### config.mk
export PLATFORM = sky130hd
export DESIGN_NAME = log_shifter
export DESIGN_NICKNAME = d
export VERILOG_FILES = /design/src/rtl/shifter_pkg.sv /design/src/rtl/shift_decode.sv /design/src/rtl/bit_mirror.sv /design/src/rtl/shift_tree.sv /design/src/rtl/log_shifter.sv
export SDC_FILE = /design/constraint.sdc
export NUM_CORES = 1
export LEC_CHECK = 0
export BUFFER_PORTS_ARGS = -buffer_cell sky130_fd_sc_hd__buf_2
export CORE_UTILIZATION = 25
export DETAILED_ROUTE_END_ITERATION = 10
export PLACE_DENSITY = 0.55
export SLEW_MARGIN = 20
export SYNTH_ARGS = -nofsm -noshare
export SYNTH_HDL_FRONTEND = slang
export SYNTH_SLANG_ARGS = --single-unit
### constraint.sdc
create_clock -name vclk -period 2.9
set_clock_uncertainty 0.15 [all_clocks]
set_input_delay 0.29 -clock vclk [all_inputs]
set_output_delay 0.29 -clock vclk [all_outputs]
set_load 0.1 [all_outputs]
### src/rtl/shifter_pkg.sv
package shifter_pkg;

    typedef enum logic [1:0] {
        SH_NONE      = 2'd0,
        SH_LEFT      = 2'd1,
        SH_RIGHT_LOG = 2'd2,
        SH_RIGHT_ARI = 2'd3
    } shift_kind_e;

    typedef struct packed {
        logic active;     // produce a shifted result
        logic mirror;     // right shift: reverse bit order around the tree
        logic sign_fill;  // fill vacated bits with original MSB
    } shift_ctl_t;

    localparam logic [2:0] OPC_SHL = 3'b100;
    localparam logic [2:0] OPC_SAR = 3'b101;

    function automatic shift_ctl_t kind_to_ctl(shift_kind_e k);
        shift_ctl_t c;
        c = '0;
        case (k)
            SH_LEFT:      c = '{active: 1'b1, mirror: 1'b0, sign_fill: 1'b0};
            SH_RIGHT_LOG: c = '{active: 1'b1, mirror: 1'b1, sign_fill: 1'b0};
            SH_RIGHT_ARI: c = '{active: 1'b1, mirror: 1'b1, sign_fill: 1'b1};
            default:      c = '0;
        endcase
        return c;
    endfunction

endpackage

### src/rtl/shift_decode.sv
module shift_decode
    import shifter_pkg::*;
(
    input  logic       enable,
    input  logic       use_opcode,
    input  logic [2:0] opcode,
    input  logic       dir_left,
    input  logic       fill_logical,
    output shift_kind_e kind,
    output shift_ctl_t  ctl
);

    always_comb begin
        kind = SH_NONE;
        if (enable) begin
            if (use_opcode) begin
                case (opcode)
                    OPC_SHL: kind = SH_LEFT;
                    OPC_SAR: kind = SH_RIGHT_ARI;
                    default: kind = SH_NONE;
                endcase
            end else if (dir_left) begin
                kind = SH_LEFT;           // fill mode is irrelevant to the left shift
            end else begin
                kind = fill_logical ? SH_RIGHT_LOG : SH_RIGHT_ARI;
            end
        end
        ctl = kind_to_ctl(kind);
    end

    // an unrecognised opcode in opcode mode never yields an active shift
    always_comb begin
        if (enable && use_opcode && opcode != OPC_SHL && opcode != OPC_SAR)
            p_bad_opcode_idle_r6: assert (!ctl.active)
                else $error("unknown opcode produced an active shift");
    end

endmodule

### src/rtl/bit_mirror.sv
module bit_mirror #(
    parameter int W = 32
) (
    input  logic [W-1:0] din,
    output logic [W-1:0] dout
);

    for (genvar i = 0; i < W; i++) begin : g_bit
        assign dout[i] = din[W-1-i];
    end

endmodule

### src/rtl/shift_tree.sv
module shift_tree #(
    parameter int W  = 32,
    parameter int AW = $clog2(W)
) (
    input  logic [W-1:0]  din,
    input  logic [AW-1:0] amt,
    input  logic          fill,
    output logic [W-1:0]  dout
);

    logic [W-1:0] stage [0:AW];

    assign stage[0] = din;

    for (genvar s = 0; s < AW; s++) begin : g_stage
        localparam int STEP = 1 << s;
        assign stage[s+1] = amt[s] ? {stage[s][W-1-STEP:0], {STEP{fill}}} : stage[s];
    end

    assign dout = stage[AW];

    // after any nonzero distance the lowest bit carries the fill value
    always_comb begin
        if (amt != '0)
            p_low_bit_filled_r8: assert (dout[0] == fill)
                else $error("lowest bit does not hold fill after a shift");
    end

endmodule

### src/rtl/log_shifter.sv
module log_shifter
    import shifter_pkg::*;
#(
    parameter int WIDTH = 32
) (
    input  logic                       enable,
    input  logic                       use_opcode,
    input  logic [2:0]                 opcode,
    input  logic                       dir_left,
    input  logic                       fill_logical,
    input  logic [$clog2(WIDTH)-1:0]   amount,
    input  logic [WIDTH-1:0]           data_in,
    output logic [WIDTH-1:0]           data_out
);

    localparam int AMT_W = $clog2(WIDTH);

    initial begin
        p_width_pow2_r1: assert ((1 << AMT_W) == WIDTH && WIDTH >= 2)
            else $error("WIDTH must be a power of two");
    end

    shift_kind_e kind;
    shift_ctl_t  ctl;
    logic [WIDTH-1:0] in_mirrored, tree_in, tree_out, out_mirrored;
    logic             fill_bit;

    shift_decode u_dec (
        .enable       (enable),
        .use_opcode   (use_opcode),
        .opcode       (opcode),
        .dir_left     (dir_left),
        .fill_logical (fill_logical),
        .kind         (kind),
        .ctl          (ctl)
    );

    bit_mirror #(.W(WIDTH)) u_pre  (.din(data_in),  .dout(in_mirrored));

    assign tree_in  = ctl.mirror ? in_mirrored : data_in;
    assign fill_bit = ctl.sign_fill & data_in[WIDTH-1];

    shift_tree #(.W(WIDTH), .AW(AMT_W)) u_tree (
        .din  (tree_in),
        .amt  (amount),
        .fill (fill_bit),
        .dout (tree_out)
    );

    bit_mirror #(.W(WIDTH)) u_post (.din(tree_out), .dout(out_mirrored));

    always_comb begin
        if (!ctl.active)     data_out = '0;
        else if (ctl.mirror) data_out = out_mirrored;
        else                 data_out = tree_out;
    end

    always_comb begin
        if (!enable)
            p_off_gives_zero_r5: assert (data_out == '0)
                else $error("output nonzero while disabled");
        if (enable && kind != SH_NONE && amount == '0)
            p_zero_amount_identity_r4: assert (data_out == data_in)
                else $error("zero distance changed the word");
        if (kind == SH_RIGHT_ARI)
            p_sign_kept_r3: assert (data_out[WIDTH-1] == data_in[WIDTH-1])
                else $error("arithmetic shift lost the sign");
        if (kind == SH_LEFT && amount != '0)
            p_left_low_zero_r1: assert (data_out[0] == 1'b0)
                else $error("left shift left a nonzero low bit");
        if (kind == SH_RIGHT_LOG && amount != '0)
            p_logic_top_zero_r2: assert (data_out[WIDTH-1] == 1'b0)
                else $error("logical right shift left a nonzero top bit");
    end

endmodule

==> impl_metrics.py <==
metrics = {
    "status": {
        "status": "finished with violations",
        "violations": "negative setup slack",
    },
    "global_route": {
        "grt_pass1_vias": 6454,
        "track_usage": 0.2569,
        "grt_max_degree": 39,
        "gr-total-overflow": 0,
        "antenna_found_initial": 0,
        "grt_first_pass_wirelength_um": 36670,
    },
    "pwr": {
        "p_per_area_nw_per_um2": 223.7,
        "ir_worst_vdd_mv": 0.1242,
        "leakagePower_nw": 3.490,
        "total_power_w": 0.002032,
    },
    "die": {
        "die_x_um": 134.2,
        "die-area_um2": 18010,
        "initial_core_util": 0.2598,
        "coreArea_um2": 16820,
        "die_y_um": 134.2,
        "ios": 76,
        "rows": 47,
    },
    "setup_path": {
        "worstPathArrival_ns": 2.84,
        "endpoint_kind": "output pin",
        "crit_type": "in2out",
        "crit_required_ns": 2.46,
        "path_max_fanout": 5,
        "critical_path.startpoint": "opcode[1]",
        "start_kind": "input port",
    },
    "timing": {
        "slew-limit-headroom": 0.6079,
        "fin_hold_ws_ns": 1.182,
        "setup_viol": 32,
        "setup_ws_ns": -0.3796,
        "fin_crit_sh": 1.131,
        "grt_setup_unrepaired": "yes",
        "slew_viol_final": 0,
        "clock.fmax_ghz": 0.3049,
        "worst_slew_pin_slew_ns": 0.5860,
        "finalCriticalPeriod_ns": 3.280,
        "hold_viol": 0,
    },
    "place": {
        "portBuffers": 76,
        "numPlacedInstances": 1063,
        "dp_hpwl_um": 18480,
        "dp_worst_setup_slack_ns": -0.5686,
        "routabilityCongestion": 0.9804,
    },
    "yosys": {
        "synth_top_area_share": 0.08247,
        "yosysSeqAreaShare": 0,
        "yosysMostFrequentCell": "nand2_1",
        "synthTopCellsByCount": "nand2_1, nor2_1, clkbuf_1, mux2_2, o21ai_0",
        "yosys.area.top_type": "mux2_2",
        "yosysUniqueCellTypes": 75,
        "syn_inst": 598,
        "synth_nets": 642,
        "syn_area_um2": 4369,
        "syn_area_per_cell_um2": 7.306,
        "synth_area_leaders": "mux2_2, mux4_2, mux2i_1",
        "ys_warn_count": 0,
    },
    "cells_and_area": {
        "n_sequential_cell": 0,
        "syn_to_final_growth_pct": 107.8,
        "fin_nets": 917,
        "nClkBuffers": 0,
        "fill_cells": 1523,
        "seq_area_um2": 0,
        "final_cells": 1091,
        "final_layout_size_suffix_gt1_frac": 0.6682,
        "multi_input_area_um2": 5612,
        "n_antenna_cell": 0,
    },
    "drt": {
        "drc": 0,
        "wl_per_cell_um": 21.84,
        "vias": 6553,
        "drt_iter0_markers": 584,
        "viasPerCell": 6.006,
        "dr.pass1.iters": 5,
        "drt-total-wl_um": 23830,
        "ant_nets": 0,
    },
    "hold_path": {
        "min_path_cells": 4,
        "worstHoldStart": "amount[3]",
        "whs_endpoint": "data_out[8]",
        "hp-class": "in2out",
    },
    "run": {
        "cap_violations": 0,
    },
}
==> repair_timing <==
action,in CTS,in global routing
endpoints found under the hold margin,0,0
endpoints found under the setup margin,32,32
resized for setup,186,59
gates cloned,2,1
pin swaps,61,43
buffers inserted,22,7
hold buffers,0,0
==> logic make-up (layout without fill, tap and decap cells) <==
logic type,after synthesis,in the layout,synth area share
buf+inv,75,348,0.08476
simple gates,200,200,0.2317
compound gates,247,247,0.4284
mux,76,76,0.2552
==> per-layer routing <==
metal,share of wire,GRT usage
met4,0.037,0.08489
met3,0.058,0.01663
met1,0.43,0.3522
met5,0,0
met2,0.47,0.4260
==> placed cells by master, fill, tap and decap left out, drive strengths merged, types with 18 or more instances in the layout <==
cell type | Yosys | final
mux4 | 23 | 23
o21ba | 19 | 19
mux2 | 32 | 32
a21oi | 25 | 25
mux2i | 21 | 21
o22ai | 18 | 18
buf | 24 | 334
nand3 | 18 | 18
nand2 | 51 | 51
nor3 | 26 | 26
nor2 | 43 | 43
nor2b | 24 | 24
o21ai | 29 | 29
==> how the worst max path moves through the flow <==
stage / endpoint / slack [ns] / depth (start not counted)
2_1_floorplan: data_out[20] / -0.83 / 9
4_1_cts: data_out[3] / -0.35 / 13
6_report: data_out[28] / -0.38 / 13
3_5_place_dp: data_out[21] / -0.57 / 13
3_3_place_gp: data_out[28] / -0.55 / 11
5_1_grt: data_out[3] / -0.46 / 13
==> worst max-delay path: stages <==
cell       delay [ns]
buf_6            0.09
nand4b_4         0.20
buf_4            0.17
buf_12           0.13
a21boi_4         0.21
mux4_2           0.60
a2111oi_4        0.36
buf_4            0.20
a21oi_4          0.04
o211ai_1         0.08
buf_4            0.17
o32ai_4          0.08
buf_12           0.19
==> per-stage QoR <==
stage | instance area, um^2 | utilization | TNS (ns)
after detailed placement | 7551 | 0.4490 | -15.15
after global placement | 7551 | 0.4490 | -14.64
final | 9081 | 0.5399 | -8.839
after CTS | 8683 | 0.5163 | -8.755
after floorplan | 4990 | - | -14.05
after global routing | 9081 | 0.5399 | -11.28
==> power breakdown <==
part | switching [W] | leakage, nW | internal, W
clock | 0 | 0 | 0
sequential | 0 | 0 | 0
combinational | 0.00111 | 3.49 | 0.000918
total | 0.00111 | 3.49 | 0.000918
==> layout make-up <==
type | instances | share of cell area
inverter | 13 | 0.005649
multi-input combinational | 523 | 0.6179
timing repair buffer | 335 | 0.3461
tap | 220 | 0.03031
(Power assumes the default switching activity.)
